==> src/rtl/fsi_pkg.sv <==
package fsi_pkg;

    typedef enum logic {
        ST_OFF = 1'b0,
        ST_RUN = 1'b1
    } run_state_e;

    // Control word bit positions read by the software driver
    localparam int unsigned BIT_RUN      = 0;
    localparam int unsigned BIT_RX_AVAIL = 15;
    localparam int unsigned BIT_TX_EMPTY = 16;
    localparam int unsigned BIT_TX_BHALF = 17;
    localparam int unsigned BIT_TX_FULL  = 18;
    localparam int unsigned BIT_IE_LSB   = 19;
    localparam int unsigned IE_W         = 3;
    localparam int unsigned DEPTH_LSB    = 23;
    localparam int unsigned DEPTH_FLD_W  = 4;

    typedef struct packed {
        logic tx_full;
        logic tx_below_half;
        logic tx_empty;
        logic rx_avail;
    } fifo_flags_t;

    // bit order matches control bits 21:19
    typedef struct packed {
        logic tx_below_half;
        logic tx_empty;
        logic rx_avail;
    } irq_en_t;

endpackage

==> src/rtl/fsi_fifo.sv <==
module fsi_fifo #(
    parameter int unsigned DEPTH = 4,
    parameter int unsigned WIDTH = 8,
    localparam int unsigned CW   = $clog2(DEPTH) + 1,
    localparam int unsigned PW   = (DEPTH > 1) ? $clog2(DEPTH) : 1
) (
    input  logic             clk_i,
    input  logic             rst_ni,
    input  logic             clr_i,
    input  logic             push_i,
    input  logic [WIDTH-1:0] din_i,
    input  logic             pop_i,
    output logic [WIDTH-1:0] head_o,
    output logic [CW-1:0]    count_o
);

    logic [WIDTH-1:0] mem_q [DEPTH];
    logic [PW-1:0]    wr_ptr_q, rd_ptr_q;
    logic [CW-1:0]    cnt_q;
    logic             do_push, do_pop;

    function automatic logic [PW-1:0] ptr_next(input logic [PW-1:0] p);
        if (p == PW'(DEPTH - 1)) return '0;
        else                     return p + PW'(1);
    endfunction

    // a full FIFO refuses the push even when a pop happens in the same cycle
    assign do_push = push_i && (cnt_q != CW'(DEPTH));
    assign do_pop  = pop_i  && (cnt_q != '0);

    always_ff @(posedge clk_i or negedge rst_ni) begin
        if (!rst_ni) begin
            wr_ptr_q <= '0;
            rd_ptr_q <= '0;
            cnt_q    <= '0;
        end else if (clr_i) begin
            wr_ptr_q <= '0;
            rd_ptr_q <= '0;
            cnt_q    <= '0;
        end else begin
            if (do_push) wr_ptr_q <= ptr_next(wr_ptr_q);
            if (do_pop)  rd_ptr_q <= ptr_next(rd_ptr_q);
            cnt_q <= cnt_q + CW'(do_push) - CW'(do_pop);
        end
    end

    always_ff @(posedge clk_i) begin
        if (do_push && !clr_i) mem_q[wr_ptr_q] <= din_i;
    end

    assign head_o  = (cnt_q != '0) ? mem_q[rd_ptr_q] : '0;
    assign count_o = cnt_q;

endmodule

==> src/rtl/fsi_flags.sv <==
module fsi_flags
    import fsi_pkg::*;
#(
    parameter int unsigned DEPTH = 4,
    localparam int unsigned CW   = $clog2(DEPTH) + 1
) (
    input  logic [CW-1:0] tx_count_i,
    input  logic [CW-1:0] rx_count_i,
    output fifo_flags_t   flags_o
);

    assign flags_o.rx_avail = (rx_count_i != '0);
    assign flags_o.tx_empty = (tx_count_i == '0);
    assign flags_o.tx_full  = (tx_count_i == CW'(DEPTH));

    generate
        if (DEPTH == 1) begin : g_single
            // half of one entry: reaching it means holding anything
            assign flags_o.tx_below_half = (tx_count_i == '0);
        end else begin : g_multi
            localparam int unsigned HALF = DEPTH / 2;
            assign flags_o.tx_below_half = (tx_count_i < CW'(HALF));
        end
    endgenerate

endmodule

==> src/rtl/fsi_ctrl_fsm.sv <==
module fsi_ctrl_fsm
    import fsi_pkg::*;
(
    input  logic       clk_i,
    input  logic       rst_ni,
    input  logic       ctrl_we_i,
    input  logic       run_wr_i,
    input  irq_en_t    ie_wr_i,
    output run_state_e state_o,
    output logic       flush_o,
    output logic       accept_o,
    output irq_en_t    ie_o
);

    run_state_e state_q, state_d;
    irq_en_t    ie_q;

    // next-state: RUN_GO and STOP
    always_comb begin
        state_d = state_q;
        unique case (state_q)
            ST_OFF: if (ctrl_we_i && run_wr_i)  state_d = ST_RUN;
            ST_RUN: if (ctrl_we_i && !run_wr_i) state_d = ST_OFF;
            default: state_d = ST_OFF;
        endcase
    end

    always_ff @(posedge clk_i or negedge rst_ni) begin
        if (!rst_ni) state_q <= ST_OFF;
        else         state_q <= state_d;
    end

    always_ff @(posedge clk_i or negedge rst_ni) begin
        if (!rst_ni)        ie_q <= '0;
        else if (ctrl_we_i) ie_q <= ie_wr_i;
    end

    // outputs: flush whenever the coming state is OFF, accept only across RUN->RUN
    always_comb begin
        flush_o  = 1'b0;
        accept_o = 1'b0;
        unique case (state_q)
            ST_OFF: begin
                flush_o  = 1'b1;
                accept_o = 1'b0;
            end
            ST_RUN: begin
                flush_o  = (state_d == ST_OFF);
                accept_o = (state_d == ST_RUN);
            end
            default: begin
                flush_o  = 1'b1;
                accept_o = 1'b0;
            end
        endcase
    end

    assign state_o = state_q;
    assign ie_o    = ie_q;

endmodule

==> src/rtl/fsi_irq.sv <==
module fsi_irq
    import fsi_pkg::*;
(
    input  logic        run_i,
    input  irq_en_t     ie_i,
    input  fifo_flags_t flags_i,
    output logic        irq_o
);

    logic [IE_W-1:0] cause;

    assign cause[0] = ie_i.rx_avail      && flags_i.rx_avail;
    assign cause[1] = ie_i.tx_empty      && flags_i.tx_empty;
    assign cause[2] = ie_i.tx_below_half && flags_i.tx_below_half;

    assign irq_o = run_i && (|cause);

endmodule

==> src/rtl/fifo_stat_irq.sv <==
module fifo_stat_irq
    import fsi_pkg::*;
#(
    parameter int unsigned DEPTH = 4,
    parameter int unsigned DW    = 8
) (
    input  logic          clk_i,
    input  logic          rst_ni,
    input  logic          ctrl_we_i,
    input  logic [31:0]   ctrl_wdata_i,
    output logic [31:0]   ctrl_rdata_o,
    input  logic          tx_push_i,
    input  logic [DW-1:0] tx_data_i,
    input  logic          rx_pop_i,
    output logic [DW-1:0] rx_data_o,
    output logic          eng_tx_valid_o,
    output logic [DW-1:0] eng_tx_data_o,
    input  logic          eng_tx_take_i,
    input  logic          eng_rx_valid_i,
    input  logic [DW-1:0] eng_rx_data_i,
    output logic          irq_o
);

    localparam int unsigned CW = $clog2(DEPTH) + 1;
    localparam logic [DEPTH_FLD_W-1:0] DEPTH_LOG = DEPTH_FLD_W'($clog2(DEPTH));

    run_state_e  state;
    logic        flush, accept, run;
    irq_en_t     ie, ie_wr;
    fifo_flags_t flags;
    logic [CW-1:0] tx_cnt, rx_cnt;
    logic [DW-1:0] tx_head, rx_head;
    logic        unused_wdata_bits;

    assign unused_wdata_bits = ^{ctrl_wdata_i[31:22], ctrl_wdata_i[18:1]};
    assign ie_wr = ctrl_wdata_i[BIT_IE_LSB +: IE_W];

    fsi_ctrl_fsm u_fsm (
        .clk_i    (clk_i),
        .rst_ni   (rst_ni),
        .ctrl_we_i(ctrl_we_i),
        .run_wr_i (ctrl_wdata_i[BIT_RUN]),
        .ie_wr_i  (ie_wr),
        .state_o  (state),
        .flush_o  (flush),
        .accept_o (accept),
        .ie_o     (ie)
    );

    assign run = (state == ST_RUN);

    fsi_fifo #(.DEPTH(DEPTH), .WIDTH(DW)) u_tx_fifo (
        .clk_i  (clk_i),
        .rst_ni (rst_ni),
        .clr_i  (flush),
        .push_i (accept && tx_push_i),
        .din_i  (tx_data_i),
        .pop_i  (accept && eng_tx_take_i),
        .head_o (tx_head),
        .count_o(tx_cnt)
    );

    fsi_fifo #(.DEPTH(DEPTH), .WIDTH(DW)) u_rx_fifo (
        .clk_i  (clk_i),
        .rst_ni (rst_ni),
        .clr_i  (flush),
        .push_i (accept && eng_rx_valid_i),
        .din_i  (eng_rx_data_i),
        .pop_i  (accept && rx_pop_i),
        .head_o (rx_head),
        .count_o(rx_cnt)
    );

    fsi_flags #(.DEPTH(DEPTH)) u_flags (
        .tx_count_i(tx_cnt),
        .rx_count_i(rx_cnt),
        .flags_o   (flags)
    );

    fsi_irq u_irq (
        .run_i  (run),
        .ie_i   (ie),
        .flags_i(flags),
        .irq_o  (irq_o)
    );

    always_comb begin
        ctrl_rdata_o = '0;
        ctrl_rdata_o[BIT_RUN]      = run;
        ctrl_rdata_o[BIT_RX_AVAIL] = flags.rx_avail;
        ctrl_rdata_o[BIT_TX_EMPTY] = flags.tx_empty;
        ctrl_rdata_o[BIT_TX_BHALF] = flags.tx_below_half;
        ctrl_rdata_o[BIT_TX_FULL]  = flags.tx_full;
        ctrl_rdata_o[BIT_IE_LSB +: IE_W]        = ie;
        ctrl_rdata_o[DEPTH_LSB +: DEPTH_FLD_W]  = DEPTH_LOG;
    end

    assign rx_data_o      = rx_head;
    assign eng_tx_valid_o = run && !flags.tx_empty;
    assign eng_tx_data_o  = eng_tx_valid_o ? tx_head : '0;

endmodule

==> config.mk <==
export PLATFORM = sky130hd
export DESIGN_NAME = fifo_stat_irq
export DESIGN_NICKNAME = d
export VERILOG_FILES = /design/src/rtl/fsi_pkg.sv /design/src/rtl/fsi_fifo.sv /design/src/rtl/fsi_flags.sv /design/src/rtl/fsi_ctrl_fsm.sv /design/src/rtl/fsi_irq.sv /design/src/rtl/fifo_stat_irq.sv
export SDC_FILE = /design/constraint.sdc
export NUM_CORES = 1
export LEC_CHECK = 0
export BUFFER_PORTS_ARGS = -buffer_cell sky130_fd_sc_hd__buf_2
export CORE_MARGIN = 1
export CORE_UTILIZATION = 40
export DETAILED_ROUTE_END_ITERATION = 6
export MAX_ROUTING_LAYER = met4
export PLACE_DENSITY = 0.69
export SYNTH_ARGS = -nofsm -noshare
export SYNTH_HDL_FRONTEND = slang
export SYNTH_HIERARCHICAL = 1
export SYNTH_SLANG_ARGS = --single-unit
export TNS_END_PERCENT = 1
==> constraint.sdc <==
create_clock -name clk_i -period 3.1 [get_ports clk_i]
set_input_delay 0.155 -clock clk_i [delete_from_list [all_inputs] [get_ports clk_i]]
set_output_delay 0.155 -clock clk_i [all_outputs]
set_load 0.05 [all_outputs]
==> results of run 1 <==
==> registers in the layout (all words and copies together), names as in the netlist <==
| name | flops |
|---|---|
| u_fsm/ie_o | 3 |
| u_tx_fifo/rd_ptr_q | 2 |
| u_fsm/state_o | 1 |
| u_tx_fifo/count_o | 3 |
| u_tx_fifo/wr_ptr_q | 2 |
| u_rx_fifo/count_o | 3 |
| u_rx_fifo/wr_ptr_q | 2 |
| u_rx_fifo/mem_q | 32 |
| u_rx_fifo/rd_ptr_q | 2 |
| u_tx_fifo/mem_q | 32 |
==> final timing paths <==
check	endpoint	slack [ns]	cells after the start
hold / removal	u_tx_fifo/mem_q[2][5]	0.03	1
max in group asynchronous	u_fsm/ie_o[2]	2.52	2
setup reg to reg	u_tx_fifo/count_o[2]	0.66	10
setup / recovery	u_tx_fifo/count_o[2]	0.66	10
hold reg to reg	u_fsm/ie_o[2]	0.56	1
min in group asynchronous	u_tx_fifo/wr_ptr_q[1]	0.27	2
==> layout by cell type (no fill, tap or decap), drive strengths merged, types with 8 or more instances in the layout <==
cell    count
inv        15
conb       24
mux4       16
buf        65
ha         14
nor2b      10
edfxtp     64
dfrtp      18
nor3b       9
nor2       10
and2b      10
clkbuf     10
and3b       8
==> power groups by stage <==
stage	sequential [mW]	clock, mW	combinational [mW]
finish	1.24	0.748	0.467
global route	1.25	0.821	0.504
CTS	1.24	0.773	0.471
detailed placement	1.27	0	0.468
global placement	1.27	0	0.460
floorplan	1.27	0	0.359
==> area by class of cell <==
| class | instances | area, sq um | area share |
|---|---|---|---|
| flip-flops and latches | 82 | 2370 | 0.532 |
| multi-input cells | 145 | 1310 | 0.294 |
| repair buffers | 66 | 368 | 0.0824 |
| well taps | 129 | 161 | 0.0362 |
| clock buffers | 10 | 128 | 0.0286 |
| clock inverters | 6 | 66.3 | 0.0149 |
| inverters | 14 | 52.6 | 0.0118 |
==> critical path, delay by kind of cell (launching register included) <==
| kind | cells | cell delay (ns) |
|---|---|---|
| DFF | 1 | 0.50 |
| xor gates and xnor gates | 1 | 0.16 |
| and+or+nand+nor | 2 | 0.29 |
| adders and majority gates | 3 | 0.80 |
| buffers and inverters | 3 | 0.19 |
| AOI/OAI and AO/OA | 1 | 0.43 |
==> through the flow <==
step	utilization	power (mW)	cell area (sq um)	worst slack [ns]	hold slack [ns]
detailed placement	0.456	1.74	4260	0.594	0.116
CTS	0.478	2.49	4460	0.625	0.00945
global route	0.478	2.57	4460	0.464	0.0130
global placement	0.456	1.73	4260	0.674	0.111
floorplan	-	1.63	3970	0.0530	-0.141
finish	0.478	2.46	4460	0.657	0.0288
==> metal layers <==
metal | GRT usage | vias to the layer above | wire length, um
met4 | 0.0468 | 0 | 50
met2 | 0.232 | 72 | 3260
met1 | 0.190 | 1035 | 2930
met3 | 0.0354 | 4 | 348
met5 | - | - | 0
li1 | - | 1000 | -
==> cells by family (layout without fill, tap and decap cells) <==
kind of cell	Yosys count	in the layout	share of synthesized area
AO/OA/AOI/OAI	9	9	0.0226
XOR/XNOR	2	2	0.00451
adder cells (fa/ha/maj)	16	16	0.0554
buffers and inverters	45	96	0.0722
flip-flops	82	82	0.611
multiplexers	26	26	0.121
other	2	24	0.00193
AND/OR/NAND/NOR	68	68	0.111
==> summary.txt, run 1 <==
Status
  – Status: finished clean

Routing
  – Via Count: 2111
  – Detailed Route Iter0 Violations: 110
  – DRC errors left: 0
  – Via density: 4.67
  – Post-Route WL: 6590 um
  – Routed wire length per instance: between 10 and 15 um
  – TritonRoute pass-1 iters: 4
  – Detail Route Antenna Nets: 0

Layout
  – Layout cell share with drive strength beyond 1: 0.328
  – Post-Layout Cell Count: roughly 450
  – Final #Nets: 389
  – Syn-to-layout area delta: 14.9%
  – # diodes: 0
  – Fillcell total: 808

Timing
  – Period utilisation layout: 0.788
  – RSZ-0062 raised after global routing: false
  – Crit path time final: 2.44 ns
  – Clock Skew: 0.0102 ns
  – Pins Over Slew Limit: 0
  – Slew HR: 0.556
  – Setup violations, final: 0
  – Worst slew pin tran: 0.661 ns
  – Setup tns final: 0 ns
  – Fmax: 409 MHz
  – Fin. Hold Viols: 0

Yosys
  – Most area-consuming cells after synthesis: edfxtp_1 49%, dfrtp_1 12%, mux4_2 9.3%
  – Ys Warns: 6
  – Synth cell count leaders: 64 x edfxtp_1, 25 x buf_4, 18 x dfrtp_1, 16 x mux4_2, 14 x ha_1
  – Ys async rst share: 0.220
  – Prevailing post-synth register cell: edfxtp_1
  – Count leader, synth: edfxtp_1
  – Leading area contributor after synthesis: edfxtp_1
  – Mapped Avg Cell Area: 15.5 sq um
  – Mapped Cells: 250
  – EDFF count, synth: 64
  – #FFs+latches synth: between 80 and 90
  – Post-synth top area share: 0.495
  – Sequential area share after synthesis: 0.611
  – Cell variety after synth: 34
  – Cell area after synthesis: 3880 sq um

Placed design
  – Port bufs: 52
  – Final Wtd Congestion: 0.727
  – DP HPWL: 4640 um
  – Placed Cells: 435

Setup path
  – Crit start category: flip-flop
  – Crit path from: u_tx_fifo/count_o[1]
  – Sequence of cells on the critical path: o31ai_2 > inv_1 > ha_1 > inv_1 > ha_1 > inv_1 > fa_1 > xor2_1 > and2_1 > nor3_1
  – Top cell by count, worst path: inv_1
  – Crit. End Element: flip-flop
  – CP Max Fanout: 9
  – Crit Reg-Reg Startpoint: u_tx_fifo/count_o[1]
  – CP max stage delay: 0.50 ns
  – Critical path type: reg -> reg
  – Slowest cell on crit path: dfrtp_1
  – CP arrival: between 2 and 3 ns
  – CP required: 3.36 ns

Floorplanning
  – Total Die Area: around 10000 sq um
  – Core Rows: 35
  – Die H: about 100 um
  – IO Pins: 105
  – Core box area: 9330 sq um
  – Initial core utilization: 0.416
  – Die W: slightly above 100 um

Clocking
  – Clock Path Buffers: 2
  – Post_cts resized: 0
  – Worst-Skew Late Latency: approximately 0.34 ns
  – H-Tree Depth: 3
  – CTS Buf Count: 9
  – Post-CTS Setup Bufs: 0
  – Hold_buf cts: 1
  – Root Buffer: clkbuf_8
  – Clock sinks: 82
  – Clock-pin slew on the worst setup and hold paths: around 0.080 ns
  – CTS tree: done

Power
  – Flop pwr share: 0.506
  – Proportion of power drawn by the clock network: 0.304
  – Net Sw Power: 0.732 mW
  – P_int: 1.73 mW
  – Comb pwr share: 0.190
  – Peak supply drop: 0.252 mV
  – Sw Ratio: 0.298
  – PwrDens: 551 nW/um^2
  – Leakage power: 1.85 nW

Worst hold path
  – Worst Hold Class: in -> reg
  – Hold Startpoint: tx_data_i[5]

Global routing
  – Initial antenna violation count: 0
  – First-pass GRT wire length: 10500 um
  – Largest net degree at the start of global routing: 19
  – GRT overflow: 0
  – Total track usage: 0.148
  – Vias in the first global route: ~2100

Flow run
  – Max Cap Viol: 0
Power figures use the tool's default switching activity.
==> inputs of run 2 (changes only) <==
PLACE_DENSITY = 0.71   (was 0.69)
clock period = 2 ns   (was 3.1 ns; I/O delays follow)
==> run 2 against run 1 <==
Effect of this change: utilization grew 6.9 points; sequential cell count is the same; routed wire length grew 14%; combinational power grew 92%; sequential power grew 55%; critical path depth is the same; non-clock buffer count grew 40; the run now ends with negative setup slack left; register-to-register slack lost 0.85 ns; setup slack lost 0.85 ns; first-iteration DRC count shrank 5.5%; clock skew grew 0.00074 ns.
==> summary.txt, run 2 (synthesized netlist as in run 1, its figures left out) <==
Status
  – Failing checks: negative setup slack
  – Status: finished, violations left

Clocking
  – Clock sinks: 82 (unchanged)
  – CTS tree: done
  – Clock Path Buffers: 2 (unchanged)
  – CTS Buf Count: 9 (unchanged)
  – Clock-pin slew on the worst setup and hold paths: 0.09 ns (about the same)
  – Worst-Skew Late Latency: 0.35 ns (about the same)
  – Root Buffer: clkbuf_8
  – H-Tree Depth: 3 (unchanged)

Routing
  – Detailed Route Iter0 Violations: 104 (-5.5%)
  – DRC errors left: 0 (unchanged)
  – Via Count: 2290 (+8.5%)
  – Detail Route Antenna Nets: 0 (unchanged)
  – TritonRoute pass-1 iters: 5 (+1)
  – Post-Route WL: 7530 um (+14%)
  – Routed wire length per instance: 15.3 um (+4.9%)
  – Via density: 4.65 (-0.34%)

Layout
  – Post-Layout Cell Count: 492 (+8.8%)
  – # diodes: 0 (unchanged)
  – Final #Nets: 429 (+10%)
  – Layout cell share with drive strength beyond 1: 0.438 (+0.110)
  – Design area: 5100 sq um (+14%)
  – Most common cell after layout, fill and taps aside: edfxtp_1
  – Commonest non-fill, non-tap cells in the layout: 64 x edfxtp_1, 43 x buf_2, 28 x buf_4, 24 x conb_1, 20 x dlygate4sd3_1
  – Syn-to-layout area delta: 31.4%
  – Fin util: 0.547 (+0.0687)
  – Regs by FF count: u_rx_fifo/mem_q: 32 flops, u_tx_fifo/mem_q: 32 flops

Timing
  – Clock Skew: 0.0110 ns (+0.000741 ns)
  – Final WS setup: -0.193 ns (-0.850 ns)
  – RSZ-0062 raised after global routing: true
  – Crit path time final: 2.19 ns (-0.250 ns)
  – Pins Over Slew Limit: 0 (unchanged)
  – Fmax: 456 MHz (+11%)
  – Fin. Hold Viols: 0 (unchanged)
  – Period utilisation layout: 1.10 (+0.308)
  – Setup violations, final: 7 (+7)

Setup path
  – Slowest cell on crit path: dfrtp_1
  – CP required: 2.27 ns (-1.09 ns)
  – Crit Reg-Reg Startpoint: u_rx_fifo/count_o[1]
  – CP Max Fanout: 2 (-7)
  – Critical path type: reg -> reg
  – CP arrival: 2.47 ns (-0.23 ns)
  – Crit start category: flip-flop
  – Worst Path Buf+Inv: 3 (unchanged)
  – Crit path from: u_rx_fifo/count_o[1]
  – Top cell by count, worst path: ha_4
  – Crit. End Element: flip-flop
  – Critical path's top delay family: adder cells
  – Sequence of cells on the critical path: buf_6 > o31ai_4 > ha_4 > inv_4 > ha_4 > inv_2 > fa_2 > xor2_2 > and2_4 > nor3_2
  – CP max stage delay: 0.44 ns (-0.06 ns)

Placed design
  – Port bufs: 52 (unchanged)
  – Placed Cells: 452 (+3.9%)
  – DP HPWL: 4930 um (+6.1%)
  – Final Wtd Congestion: 0.826 (+14%)
  – Placed cell area: 4500 sq um (+5.6%)

Floorplanning
  – Initial core utilization: 0.416 (unchanged)
  – Total Die Area: 10100 sq um (unchanged)
  – Die W: 101 um (unchanged)
  – Die H: 101 um (unchanged)
  – Core box area: 9330 sq um (unchanged)
  – Core Rows: 35 (unchanged)
  – IO Pins: 105 (unchanged)

Power
  – PwrDens: 808 nW/um^2 (+47%)
  – Peak supply drop: 0.422 mV (+68%)
  – Power consumption: 4.12 mW (+68%)
  – Leakage power: 2.07 nW (+12%)

Global routing
  – First-pass GRT wire length: 11700 um (+11%)
  – GRT overflow: 0 (unchanged)
  – Total track usage: 0.166 (+0.0184)
  – Vias in the first global route: 2429 (+16%)
  – Initial antenna violation count: 0 (unchanged)
  – Largest net degree at the start of global routing: 19 (unchanged)

Worst hold path
  – Worst Hold Class: in -> reg
  – Hold Startpoint: ctrl_we_i

Flow run
  – Max Cap Viol: 0 (unchanged)
[run 2: cell types whose count changed in the layout (fill, tap and decap cells not counted), moves of 6 or more]
| cell | previous run | this run |
|---|---|---|
| inv_1 | 12 | 6 |
| buf_2 | 52 | 43 |
| buf_4 | 13 | 28 |
| dlygate4sd3_1 | 1 | 20 |
| buf_6 | 0 | 11 |
[run 2: per-layer routing]
metal	track usage	vias up	share of wire
met4	0.0758	0	0.013
met1	0.208	1138	0.45
li1	-	1072	-
met2	0.257	71	0.50
met3	0.0388	9	0.037
met5	-	-	0
[run 2: cell type report]
class	count	area (sq um)
Timing Repair Buffer	106	830
Sequential cell	82	2380
Multi-Input combinational cell	145	1460
Inverter	14	55.1
Tap cell	129	161
Clock buffer	10	128
Clock inverter	6	90.1
Fill cell	734	4230
[run 2: what timing repair did]
action | CTS | global route
hold buffers | 20 | 0
buffers inserted | 2 | 2
hold endpoints to repair | 85 | 0
endpoints found under the setup margin | 20 | 45
gates resized for setup | 26 | 19
pin swaps | 7 | 10
[run 2: through the flow]
stage          hold WS (ns)  setup TNS (ns)  setup slack, ns
2_1_floorplan        -0.196           -1.34           -0.211
3_3_place_gp         0.0671          -0.294           -0.164
3_5_place_dp         0.0731          -0.550           -0.275
4_1_cts               0.139           -2.32           -0.201
5_1_grt               0.147           -2.54           -0.306
6_report              0.150          -0.531           -0.193
[run 2: power breakdown]
part / switching (mW) / internal [mW] / total, mW
clock: 0.596 / 0.708 / 1.30
sequential: 0.0406 / 1.88 / 1.92
combinational: 0.571 / 0.327 / 0.898
total: 1.21 / 2.91 / 4.12
[run 2: path summary, 6_finish.rpt]
check | endpoint | slack [ns] | cells past startpoint
setup / recovery | u_rx_fifo/count_o[2] | -0.19 | 10
hold / removal | u_fsm/ie_o[0] | 0.15 | 3
setup reg to reg | u_rx_fifo/count_o[2] | -0.19 | 10
hold reg to reg | u_fsm/ie_o[1] | 0.54 | 1
max in group asynchronous | u_tx_fifo/rd_ptr_q[0] | 1.44 | 2
min in group asynchronous | u_tx_fifo/wr_ptr_q[1] | 0.22 | 2
[run 2: worst reg2reg max path, delay by kind of cell (launching register included)]
kind	cells	cell delay, ns
AO/OA/AOI/OAI	1	0.29
flip-flops	1	0.44
AND/OR/NAND/NOR	2	0.23
adder cells (fa/ha/maj)	3	0.76
buffers and inverters	3	0.24
XOR/XNOR	1	0.16
